**src/rtl/sdspi_boot.sv**
```systemverilog
module sdspi_boot #(
  parameter int WAKE_BYTES  = 10,
  parameter int IDLE_TRIES  = 512,
  parameter int READY_TRIES = 32'h7FFF
) (
  input  logic        clk,
  input  logic        rst_n,
  input  logic        start,
  input  logic        card_present,
  output logic        op_req,
  output logic [1:0]  op_kind,
  output logic [5:0]  op_cmd,
  output logic [31:0] op_arg,
  input  logic        op_done,
  input  logic [7:0]  op_data,
  output logic        busy,
  output logic        ready,
  output logic        error,
  output logic [2:0]  card_type,
  output logic        blk_addr,
  output logic        spi_fast
);
  localparam int MAXA = (READY_TRIES > IDLE_TRIES) ? READY_TRIES : IDLE_TRIES;
  localparam int MAXT = (MAXA > WAKE_BYTES) ? MAXA : WAKE_BYTES;
  localparam int CW   = $clog2(MAXT + 1) + 1;

  localparam logic [1:0] K_CMD = 2'd0, K_BYTE = 2'd1, K_IDLE = 2'd2;

  typedef enum logic [3:0] {
    S_IDLE, S_WAKE, S_GO, S_IFC, S_IFB, S_PAPP, S_PRB,
    S_RAPP, S_ROP, S_OCRC, S_OCRB, S_BLEN, S_DONE, S_FAIL
  } state_t;

  state_t        state;
  logic [CW-1:0] cnt;
  logic          v1, v2, hc;

  assign busy      = !(state inside {S_IDLE, S_DONE, S_FAIL});
  assign ready     = (state == S_DONE);
  assign error     = (state == S_FAIL);
  assign card_type = {hc, v2, v1};
  assign blk_addr  = hc;
  assign op_req    = busy && card_present;

  always_comb begin
    op_kind = K_CMD;
    op_cmd  = 6'd0;
    op_arg  = 32'd0;
    case (state)
      S_WAKE: op_kind = K_IDLE;
      S_IFC:  begin op_cmd = 6'd8;  op_arg = 32'h0000_01AA; end
      S_IFB, S_OCRB: op_kind = K_BYTE;
      S_PAPP, S_RAPP: op_cmd = 6'd55;
      S_PRB:  op_cmd = 6'd41;
      S_ROP:  begin
        op_cmd = (v1 || v2) ? 6'd41 : 6'd1;
        op_arg = v2 ? 32'h4000_0000 : 32'd0;
      end
      S_OCRC: op_cmd = 6'd58;
      S_BLEN: begin op_cmd = 6'd16; op_arg = 32'd512; end
      default: ;
    endcase
  end

  always_ff @(posedge clk) begin
    if (!rst_n) begin
      state    <= S_IDLE;
      cnt      <= '0;
      v1       <= 1'b0;
      v2       <= 1'b0;
      hc       <= 1'b0;
      spi_fast <= 1'b0;
    end else if (!busy) begin
      if (start) begin
        v1       <= 1'b0;
        v2       <= 1'b0;
        hc       <= 1'b0;
        spi_fast <= 1'b0;
        cnt      <= '0;
        state    <= card_present ? S_WAKE : S_FAIL;
      end
    end else if (!card_present) begin
      state <= S_FAIL;
    end else if (op_done) begin
      case (state)
        S_WAKE: begin
          if (cnt == CW'(WAKE_BYTES - 1)) begin cnt <= '0; state <= S_GO; end
          else cnt <= cnt + 1'b1;
        end
        S_GO: begin
          if (op_data == 8'h01) begin cnt <= '0; state <= S_IFC; end
          else if (cnt == CW'(IDLE_TRIES - 1)) state <= S_FAIL;
          else cnt <= cnt + 1'b1;
        end
        S_IFC: begin
          cnt   <= '0;
          state <= op_data[2] ? S_PAPP : S_IFB;
        end
        S_IFB: begin
          if (cnt == CW'(2) && !op_data[0]) state <= S_FAIL;
          else if (cnt == CW'(3)) begin
            if (op_data != 8'hAA) state <= S_FAIL;
            else begin v2 <= 1'b1; cnt <= '0; state <= S_RAPP; end
          end else cnt <= cnt + 1'b1;
        end
        S_PAPP: state <= S_PRB;
        S_PRB: begin
          cnt <= '0;
          if (!op_data[2]) begin v1 <= 1'b1; state <= S_RAPP; end
          else state <= S_ROP;
        end
        S_RAPP: state <= S_ROP;
        S_ROP: begin
          if (!op_data[0]) begin cnt <= '0; state <= v2 ? S_OCRC : S_BLEN; end
          else if (cnt == CW'(READY_TRIES - 1)) state <= S_FAIL;
          else begin cnt <= cnt + 1'b1; state <= (v1 || v2) ? S_RAPP : S_ROP; end
        end
        S_OCRC: begin
          cnt   <= '0;
          state <= (op_data != 8'h00) ? S_FAIL : S_OCRB;
        end
        S_OCRB: begin
          if (cnt == CW'(0)) hc <= op_data[6];
          if (cnt == CW'(3)) state <= S_BLEN;
          else cnt <= cnt + 1'b1;
        end
        S_BLEN: begin
          if (op_data != 8'h00) state <= S_FAIL;
          else begin spi_fast <= 1'b1; state <= S_DONE; end
        end
        default: state <= S_FAIL;
      endcase
    end
  end

  p_absent_abort_r10: assert property (@(posedge clk) disable iff (!rst_n)
    busy && !card_present |=> error && !op_req);

  p_req_hold_r11: assert property (@(posedge clk) disable iff (!rst_n)
    op_req && !op_done |=> !card_present ||
      (op_req && $stable(op_kind) && $stable(op_cmd) && $stable(op_arg)));

  p_fast_only_ready_r9: assert property (@(posedge clk) disable iff (!rst_n)
    spi_fast == ready);

  p_outcome_excl_r12: assert property (@(posedge clk) disable iff (!rst_n)
    !(ready && error));

  p_hc_needs_v2_r7: assert property (@(posedge clk) disable iff (!rst_n)
    card_type[2] |-> card_type[1]);

  p_gen_excl_r4: assert property (@(posedge clk) disable iff (!rst_n)
    !(card_type[0] && card_type[1]));

  p_ready_arg_r5: assert property (@(posedge clk) disable iff (!rst_n)
    op_req && op_kind == 2'd0 && op_cmd == 6'd41 && card_type[1]
      |-> op_arg == 32'h4000_0000);
endmodule

```
**config.mk**
```make
export PLATFORM = sky130hd
export DESIGN_NAME = sdspi_boot
export DESIGN_NICKNAME = d
export VERILOG_FILES = /design/src/rtl/sdspi_boot.sv
export SDC_FILE = /design/constraint.sdc
export NUM_CORES = 1
export LEC_CHECK = 0
export BUFFER_PORTS_ARGS = -buffer_cell sky130_fd_sc_hd__buf_2
export CORE_AREA = 5 5 70 72
export CTS_BUF_LIST = sky130_fd_sc_hd__clkbuf_4
export CTS_CLUSTER_SIZE = 40
export DETAILED_ROUTE_END_ITERATION = 8
export DIE_AREA = 0 0 75 77
export GPL_ROUTABILITY_DRIVEN = 0
export PLACE_DENSITY = 0.87
export RECOVER_POWER = 50
export SLEW_MARGIN = 40
export SYNTH_ARGS = -nofsm -noshare
export SYNTH_HDL_FRONTEND = slang
export SYNTH_SLANG_ARGS = --single-unit
```
**constraint.sdc**
```tcl
create_clock -name clk -period 5.4 [get_ports clk]
set_input_delay 1.08 -clock clk [delete_from_list [all_inputs] [get_ports clk]]
set_output_delay 1.08 -clock clk [all_outputs]
set_load 0.05 [all_outputs]
```
==> metrics, run 1 <==
status=finished clean; synthesized flop and latch total=24; CP delay by family, top=compound AO/OA/AOI/OAI gates; Cell Chain, Critical Path=clkbuf_1 > or3_1 > o31ai_1 > nor2_1 > nor4_1 > o2111a_1 > nand2_1 > o41ai_2; Clock Sinks=24; Slew @ Worst Pin=0.852 ns; Tmin final=3.86 ns; Ys Warns=0; DR DRC count=0; initial antenna violation count=0; Setup TNS=0 ns; root buffer cell=clkbuf_4; final-report setup violation count=0; GR Util All Layers=21.5%; Syn Std Cell Area=~2500 sq um; worst skew pair latency=0.34 ns; R2R Path Start=state[2]; vias in the first global route=2,177; largest net degree at the start of global routing=34; Max Cap Viol=0; CTS tree=yes; power density cells=between 400 and 500 nW/um^2; non-filler cells, final=390; clock skew=0.0141 ns; Critical Path Source Type=input pin; Synth cell types=66; Avg Cell Area, Syn=7.48 sq um; Post-CTS Hold Fix Bufs=0; Most used DFF post-synth=dfxtp_1; Leakage=0.879 nW; Peak VDD IR=0.297 mV; HP Start=blk_addr; fillers=424; Initial Util=58.0%; Util after Layout=56.8%; Async SR Flop Fraction=0%; DRT iter0 DRCs=266; drt first pass iters=6; final wirelength=~6300 um; Max Freq=259 MHz; worst r2r path cells=7; Die Span Y=77 um; Vias/cell=6.31; Area Growth Syn to Fin=-2.09%; Post-Syn Instances=328; max_slew headroom=between 40% and 50%; diode count=0; Post-CTS Setup Repair Bufs=0; I/O Buffers=36; Num CTS Buffers=3; Tcrit/Tclk final=71.5%; worst r2r dst=cnt[9]; FP Rows=24; Via Count=2,462; WP data required=5.64 ns; post-DR wirelength/cell=16.1 um; area of the core=4230 sq um; Critical Path Fanout Max=19; total die area=5780 sq um; CP bufs+invs=1; slowest stage delay, CP=roughly 0.80 ns; Final HPWL DP=4450 um; grt ovf=0; Slowest-stage cell, CP=o2111a_1; Worst EP arrival=4.10 ns; unrepaired setup endpoints after global routing=false; Final Hold Fails=0; slack of the worst reg-to-reg path=1.80 ns; EDFF count, synth=0; clock-pin slew on the worst setup and hold paths=0.14 ns; Worst Setup Path Type=input pin to flop; Max Root-Sink Buffers=2; Top-Level Pins=62; hold endpoint=blk_addr; first-pass GRT wire length=10,200 um; layout net count=356; layout cell share with drive strength beyond 1=15.7%; register area share after synthesis=19.6%; final slew viol count=0; H-tree levels=1; Hold/Removal Path Class=flop to flop; chip width=75 um; Post-CTS Resized=0; Placed Cells incl. Taps=386; ANT nets after route=0; crit path capture type=flop; hold path depth=2
[report_power, final]
part / switching (mW) / total (mW) / internal (mW)
sequential: 0.0723 / 0.265 / 0.193
clock: 0.0626 / 0.138 / 0.0752
combinational: 0.452 / 0.608 / 0.157
[area by class of cell]
cell class | count | area [sq um] | share of cell area, %
multi-input cells | 266 | 1600 | 66.7
flip-flops and latches | 24 | 482 | 20.0
repair buffers | 36 | 170 | 7.08
well taps | 52 | 65.1 | 2.71
clock inverters | 1 | 30.0 | 1.25
inverters | 8 | 30.0 | 1.25
clock buffers | 3 | 22.5 | 0.937
[Yosys cell counts (3+ instances only)]
master | instances | area share (%)
clkbuf_1 | 8 | 1.2
nor2_1 | 29 | 4.4
nand3b_1 | 5 | 1.5
dfxtp_1 | 24 | 20
nor3_1 | 7 | 1.4
nand2b_1 | 7 | 1.8
nand4_1 | 12 | 3.1
ha_1 | 4 | 2.0
nand3_1 | 17 | 3.5
nor3b_1 | 3 | 0.92
nor4_1 | 3 | 0.76
nor4_2 | 5 | 2.5
buf_6 | 4 | 1.8
o21ai_0 | 14 | 2.9
nand2_1 | 40 | 6.1
inv_1 | 5 | 0.76
o221ai_2 | 7 | 4.3
o22ai_1 | 4 | 1.0
a31oi_1 | 5 | 1.3
a21oi_1 | 12 | 2.4
nor2b_1 | 3 | 0.76
nand4b_1 | 5 | 1.8
nor4b_1 | 3 | 1.1
and3_1 | 7 | 1.8
or3_1 | 4 | 1.0
a2bb2oi_1 | 3 | 1.1
buf_4 | 34 | 10
buf_2 | 6 | 1.2
[worst min-delay path, stage by stage (launching register included)]
cell	delay, ns
dfxtp_1	0.35
nand2_1	0.06
a21oi_1	0.05
[placed cells by master (no fill, tap or decap), drive strengths merged, types with 5 or more instances in the layout]
cell type | netlist | routed
nand3b | 5 | 5
inv | 7 | 7
o221ai | 9 | 9
dfxtp | 24 | 24
nand4b | 5 | 5
and3 | 7 | 7
buf | 46 | 28
nor4 | 8 | 8
a31oi | 6 | 6
nand2 | 43 | 43
clkbuf | 8 | 11
a21oi | 13 | 13
nor3 | 7 | 7
nand2b | 7 | 7
or3 | 6 | 6
nand3 | 17 | 17
nor2 | 29 | 29
conb | 1 | 25
nand4 | 12 | 12
o21ai | 16 | 16
[metrics by stage]
step	hold WS [ns]	area (sq um)	worst slack, ns	power (mW)
finish	0.485	2400	1.54	1.01
global route	0.507	2400	1.37	1.07
CTS	0.485	2470	2.19	1.04
detailed placement	0.465	2420	2.06	0.901
global placement	0.459	2420	2.15	0.889
floorplan	0.505	2540	2.16	0.838
[state kept, by name, indices dropped and copies added, names as in the netlist]
| signal | cells |
|---|---|
| cnt | 16 |
| state | 4 |
| blk_addr | 1 |
| spi_fast | 1 |
| v1 | 1 |
| v2 | 1 |
[how the worst max path moves through the flow]
stage / from / to / slack, ns / cells after the start
2_1_floorplan: state[1] / op_cmd[3] / 2.16 / 4
3_3_place_gp: op_data[2] / cnt[9] / 2.15 / 8
3_5_place_dp: op_data[2] / cnt[9] / 2.06 / 8
4_1_cts: state[3] / op_req / 2.19 / 5
5_1_grt: op_data[2] / cnt[9] / 1.37 / 8
6_report: op_data[2] / cnt[9] / 1.54 / 8
[kinds of logic after synthesis]
| logic type | Yosys count | share of synthesized area, % |
|---|---|---|
| adders and majority gates | 4 | 2.04 |
| other | 1 | 0.153 |
| muxes | 1 | 0.408 |
| DFF | 24 | 19.6 |
| and+or+nand+nor | 164 | 37.6 |
| buffers and inverters | 62 | 16.2 |
| AOI/OAI and AO/OA | 72 | 24.1 |
[layer usage]
layer  GRT usage (%)  wire length, um
met1            27.1             2550
met2            36.5             3160
met3            2.75              416
met4            7.83              158
met5               0                0
No activity file was read; power rests on OpenSTA's default activity.
==> run 2, diff against run 1 <==
--- a/config.mk
+++ b/config.mk
@@ -6,13 +6,13 @@
 export NUM_CORES = 1
 export LEC_CHECK = 0
 export BUFFER_PORTS_ARGS = -buffer_cell sky130_fd_sc_hd__buf_2
-export CORE_AREA = 5 5 70 72
+export CORE_AREA = 5 5 77 79
 export CTS_BUF_LIST = sky130_fd_sc_hd__clkbuf_4
 export CTS_CLUSTER_SIZE = 40
 export DETAILED_ROUTE_END_ITERATION = 8
-export DIE_AREA = 0 0 75 77
+export DIE_AREA = 0 0 82 84
 export GPL_ROUTABILITY_DRIVEN = 0
-export PLACE_DENSITY = 0.87
+export PLACE_DENSITY = 0.76
 export RECOVER_POWER = 50
 export SLEW_MARGIN = 40
 export SYNTH_ARGS = -nofsm -noshare
==> constraint.sdc (replaced) <==
create_clock -name clk -period 3.1 [get_ports clk]
set_input_delay 0.62 -clock clk [delete_from_list [all_inputs] [get_ports clk]]
set_output_delay 0.62 -clock clk [all_outputs]
set_load 0.05 [all_outputs]
==> run 2 against run 1 <==
Net effect: first-iteration DRC count shrank 21%; sequential power rose by 68%; clock power up 9%; sequential cell count unchanged; worst hold slack better by 0.0024 ns; highest routed layer unchanged; cell count rose by 7.2%; global-route usage is 2.8 points lower; clock skew up 0.0031 ns.
==> metrics, run 2 (same netlist as run 1, synthesis figures left out) <==
Placed Cells incl. Taps=414 (was 386); Max Freq=351 MHz; Max Root-Sink Buffers=2 (unchanged); first-pass GRT wire length=10,500 um (was 10,200 um); post-DR wirelength/cell=15.5 um (was 16.1 um); clock share of power=8.7% (was 13.6%); Peak VDD IR=0.396 mV (was 0.297 mV); Top-Level Pins=62 (unchanged); worst skew pair latency=0.34 ns (about the same); fillers=556 (was 424); Final WS setup=0.250 ns (was 1.54 ns); Post-CTS Resized=0 (unchanged); Tmin final=2.85 ns; area of the core=5270 sq um (was 4230 sq um); FP Rows=27 (was 24); Switch Pwr=1.03 mW (was 0.586 mW); clock-pin slew on the worst setup and hold paths=0.15 ns (was 0.14 ns); Logic pwr share=65.9% (was 60.1%); diode count=0 (unchanged); root buffer cell=clkbuf_4 (unchanged); Initial Util=46.6% (was 58.0%); worst setup path startpoint=state[3] (was op_data[2]); unrepaired setup endpoints after global routing=false (unchanged); crit path capture type=output pin (was flop); status=finished clean (unchanged); grt ovf=0 (unchanged); Tot Pwr=1.75 mW (was 1.01 mW); Post-CTS Hold Fix Bufs=0 (unchanged); Reg power frac=25.5% (was 26.2%); Cell Int Power=0.715 mW (was 0.425 mW); initial antenna violation count=0 (unchanged); final wirelength=6470 um (was 6280 um); most flop-heavy register=cnt (unchanged); Final Hold Fails=0 (unchanged); R2R Path Start=state[3] (was state[2]); pre-CTS WS=0.369 ns (was 2.06 ns); layout cell share with drive strength beyond 1=17.6% (was 15.7%); non-filler cells, final=418 (was 390); vias in the first global route=2,209 (was 2,177); commonest non-fill, non-tap cells in the layout=40 x nand2_1, 29 x nor2_1, 27 x buf_2 (was 41 x nand2_1, 29 x nor2_1, 28 x buf_2); DRT iter0 DRCs=210 (was 266); final slew viol count=0 (unchanged); Switching Share=59.1% (was 58.0%); Critical Path Source Type=flop (was input pin); Vias/cell=6.00 (was 6.31); Worst Setup Path Type=flop to output pin (was input pin to flop); Clock Sinks=24 (unchanged); DR DRC count=0 (unchanged); WP data required=2.48 ns (was 5.64 ns); HP Start=blk_addr (unchanged); GR Util All Layers=18.8% (was 21.5%); Max Cap Viol=0 (unchanged); CTS tree=yes (unchanged); Setup TNS=0 ns (unchanged); clock skew=0.0172 ns (was 0.0141 ns); max FFs per register=16 (unchanged); most common cell after layout, fill and taps aside=nand2_1 (unchanged); I/O Buffers=36 (unchanged); Via Count=2,507 (was 2,462); Worst EP arrival=2.23 ns (was 4.10 ns); layout net count=364 (was 356); Final HPWL DP=4770 um (was 4450 um); power density cells=706 nW/um^2 (was 421 nW/um^2); Slew @ Worst Pin=0.672 ns (was 0.852 ns); Post-CTS Setup Repair Bufs=0 (unchanged); Util after Layout=47.0% (was 56.8%); final-report setup violation count=0 (unchanged); Die Span Y=84 um (was 77 um); ANT nets after route=0 (unchanged); Hold/Removal Path Class=flop to flop (unchanged); max_slew headroom=55.1% (was 43.2%); Leakage=0.915 nW (was 0.879 nW); chip width=82 um (was 75 um); H-tree levels=1 (unchanged); Num CTS Buffers=3 (unchanged); Area Growth Syn to Fin=0.866% (was -2.09%); top flop regs=cnt: 16 flops, state: 4 flops (unchanged); drt first pass iters=5 (was 6); total die area=6890 sq um (was 5780 sq um); Tcrit/Tclk final=91.9%; Critical Path Fanout Max=19 (unchanged); largest net degree at the start of global routing=34 (unchanged)
[run 2: power by group through the flow]
stage / logic, mW / registers, mW / clock network (mW)
floorplan: 1.10 / 0.363 / 0
finish: 1.15 / 0.445 / 0.151
detailed placement: 1.17 / 0.448 / 0
global placement: 1.17 / 0.447 / 0
CTS: 1.18 / 0.442 / 0.156
global route: 1.24 / 0.451 / 0.168
[run 2: area by class of cell]
type / instances / area [sq um] / share of cell area (%)
Clock buffer: 3 / 22.5 / 0.910
Clock inverter: 1 / 3.75 / 0.152
Inverter: 8 / 30.0 / 1.21
Multi-Input combinational cell: 266 / 1620 / 65.4
Sequential cell: 24 / 480 / 19.4
Tap cell: 72 / 90.1 / 3.64
Timing Repair Buffer: 44 / 230 / 9.30
[run 2: metrics by stage]
step | hold slack (ns) | area [sq um]
final | 0.487 | 2480
after global routing | 0.531 | 2480
after CTS | 0.488 | 2530
after detailed placement | 0.466 | 2510
after global placement | 0.452 | 2510
after floorplan | 0.505 | 2540
[run 2: critical path: stages, from the launching register on]
cell	delay, ns
dfxtp_1	0.55
or3_1	0.48
a21oi_1	0.37
inv_2	0.11
and2_1	0.17
buf_2	0.20
[run 2: path summary, 6_finish.rpt]
kind,slack (ns),to,depth (start not counted)
min reg2reg,0.49,blk_addr,2
min,0.49,blk_addr,2
max,0.25,op_req,5
max reg2reg,0.38,cnt[9],7
[run 2: per-layer routing]
layer  wire [um]  up-vias  GRT usage [%]
li1            -     1196              -
met1        2670     1180           25.2
met2        3190      111           30.1
met3         469       20           3.46
met4         134        0           5.29
met5           0        -              0
==> run 3, diff against run 2 <==
--- a/config.mk
+++ b/config.mk
@@ -6,13 +6,13 @@
 export NUM_CORES = 1
 export LEC_CHECK = 0
 export BUFFER_PORTS_ARGS = -buffer_cell sky130_fd_sc_hd__buf_2
-export CORE_AREA = 5 5 77 79
+export CORE_AREA = 5 5 73 75
 export CTS_BUF_LIST = sky130_fd_sc_hd__clkbuf_4
 export CTS_CLUSTER_SIZE = 40
 export DETAILED_ROUTE_END_ITERATION = 8
-export DIE_AREA = 0 0 82 84
+export DIE_AREA = 0 0 78 80
 export GPL_ROUTABILITY_DRIVEN = 0
-export PLACE_DENSITY = 0.76
+export PLACE_DENSITY = 0.81
 export RECOVER_POWER = 50
 export SLEW_MARGIN = 40
 export SYNTH_ARGS = -nofsm -noshare
==> constraint.sdc (replaced) <==
create_clock -name clk -period 3.2 [get_ports clk]
set_input_delay 0.64 -clock clk [delete_from_list [all_inputs] [get_ports clk]]
set_output_delay 0.64 -clock clk [all_outputs]
set_load 0.05 [all_outputs]
==> run 3 against run 2 <==
Net effect: clock-buffer cell count stayed put; critical endpoint is now cnt[4]; sequential cell count stayed put; clock power is 9% lower; global-route usage is 0.40 points higher; largest cell class unchanged; routed wire length is 3.3% lower.
==> metrics, run 3 (same netlist as run 1, synthesis figures left out) <==
unrepaired setup endpoints after global routing=false (unchanged); Area Growth Syn to Fin=-1.53% (was 0.866%); worst skew pair latency=0.31 ns (was 0.34 ns); area of the core=4600 sq um (was 5270 sq um); layout net count=361 (was 364); FP Rows=25 (was 27); diode count=0 (unchanged); Logic pwr share=66.2% (was 65.9%); Slowest-stage cell, CP=dfxtp_1 (unchanged); final-report setup violation count=0 (unchanged); max FFs per register=16 (unchanged); Top-Level Pins=62 (unchanged); Switching Share=60.7% (was 59.1%); clock skew=0.00386 ns (was 0.0172 ns); Critical Path Source Type=flop (unchanged); slowest stage delay, CP=0.52 ns (was 0.55 ns); Max Freq=about 350 MHz; Tmin final=2.85 ns; Final Hold Fails=0 (unchanged); Final HPWL DP=4610 um (was 4770 um); Post-CTS Hold Fix Bufs=0 (unchanged); Vias/cell=6.15 (was 6.00); root buffer cell=clkbuf_4 (unchanged); Initial Util=53.4% (was 46.6%); clock-pin slew on the worst setup and hold paths=0.14 ns (was 0.15 ns); Util after Layout=52.6% (was 47.0%); placed cell area=2460 sq um (was 2510 sq um); most flop-heavy register=cnt (unchanged); I/O Buffers=36 (unchanged); Num CTS Buffers=3 (unchanged); Post-CTS Resized=0 (unchanged); Worst Setup Path Type=flop to flop (was flop to output pin); Via Count=2,434 (was 2,507); Setup TNS=0 ns (unchanged); Cell Chain, Critical Path=or3_1 > a21oi_1 > nand2_1 > nand2_2 > o2111a_2 > clkbuf_1 > nand3b_1 > o211ai_2 (was or3_1 > a21oi_1 > inv_2 > and2_1 > buf_2); Worst EP arrival=3.07 ns (was 2.23 ns); Min Hold Slack=0.477 ns (was 0.487 ns); final wirelength=6260 um (was 6470 um); Tcrit/Tclk final=about nine tenths; layout cell share with drive strength beyond 1=16.4% (was 17.6%); ANT nets after route=0 (unchanged); DR DRC count=0 (unchanged); Reg power frac=25.4% (was 25.5%); Cell Int Power=0.643 mW (was 0.715 mW); Post-CTS Setup Repair Bufs=0 (unchanged); Peak VDD IR=0.270 mV (was 0.396 mV); slack of the worst reg-to-reg path=0.35 ns (was 0.38 ns); drt first pass iters=9 (was 5); design area=2420 sq um (was 2480 sq um); routed wl met3=505 um (was 469 um); Max Cap Viol=0 (unchanged); WP data required=3.42 ns (was 2.48 ns); Critical Path Fanout Max=18 (was 19); chip width=78 um (was 82 um); Met2 Wirelength=2970 um (was 3190 um); largest net degree at the start of global routing=33 (was 34); Hold/Removal Path Class=flop to flop (unchanged); Leakage=0.888 nW (was 0.915 nW); GR Util All Layers=19.2% (was 18.8%); Max Root-Sink Buffers=2 (unchanged); most common cell after layout, fill and taps aside=nand2_1 (unchanged); max_slew headroom=54.8% (was 55.1%); CTS tree=yes (unchanged); total die area=6240 sq um (was 6890 sq um); crit path capture type=flop (was output pin); grt ovf=0 (unchanged); CP bufs+invs=1 (was 2); top flop regs=cnt: 16 flops, state: 4 flops (unchanged); H-tree levels=1 (unchanged); Clock Sinks=24 (unchanged); first-pass GRT wire length=10,100 um (was 10,500 um); final slew viol count=0 (unchanged); DRT iter0 DRCs=252 (was 210); Tot Pwr=1.64 mW (was 1.75 mW); clock share of power=8.4% (was 8.7%); commonest non-fill, non-tap cells in the layout=40 x nand2_1, 29 x nor2_1, 27 x buf_2 (unchanged); initial antenna violation count=0 (unchanged); vias in the first global route=2,119 (was 2,209); CP delay by family, top=simple AND/OR/NAND/NOR gates (unchanged); met1 wire length=2640 um (was 2670 um); Switch Pwr=0.993 mW (was 1.03 mW); power density cells=677 nW/um^2 (was 706 nW/um^2); Slew @ Worst Pin=0.672 ns (about the same); post-DR wirelength/cell=15.8 um (was 15.5 um); status=finished clean (unchanged); Die Span Y=80 um (was 84 um); top routing layer used=met4 (unchanged)
## run 3: cell count changes in the layout (fill, tap and decap cells not counted), moves of 3 or more
cell / before / now
buf_4: 8 / 3
o221ai_2: 2 / 7
clkbuf_1: 8 / 11
o221ai_1: 7 / 2
## run 3: routing by layer
layer  track usage, %  vias to the layer above
li1                 -                     1183
met1             26.3                     1116
met2             30.9                      115
met3             2.82                       20
met4             5.74                        0
met5                0                        -
## run 3: layout make-up
type                    count  area, sq um
well taps                  54         67.6
inverters                   8         30.0
multi-input cells         266         1620
fillers                   476         2180
flip-flops and latches     24          480
clock buffers               3         22.5
repair buffers             41          199
## run 3: worst paths after layout
check,start,end,cells after the start
worst max-delay path,state[3],cnt[4],8
worst min-delay path,blk_addr,blk_addr,2
worst max register to register,state[3],cnt[4],8
worst min register to register,blk_addr,blk_addr,2
## run 3: through the flow
stage | setup WS, ns | cells
after floorplan | 0.398 | 352
after global placement | 0.494 | 393
after detailed placement | 0.397 | 393
after CTS | 0.549 | 396
after global routing | 0.218 | 396
final | 0.347 | 396
## run 3: worst min-delay path: stages (launching register included)
cell	delay, ns
dfxtp_1	0.34
nand2_1	0.05
a21oi_1	0.05
## run 3: power groups by stage
stage / Sequential (mW) / Combinational, mW / Clock, mW
after global routing: 0.424 / 1.17 / 0.152
after detailed placement: 0.421 / 1.13 / 0
final: 0.416 / 1.08 / 0.137
after global placement: 0.421 / 1.11 / 0
after CTS: 0.415 / 1.13 / 0.142
after floorplan: 0.352 / 1.06 / 0
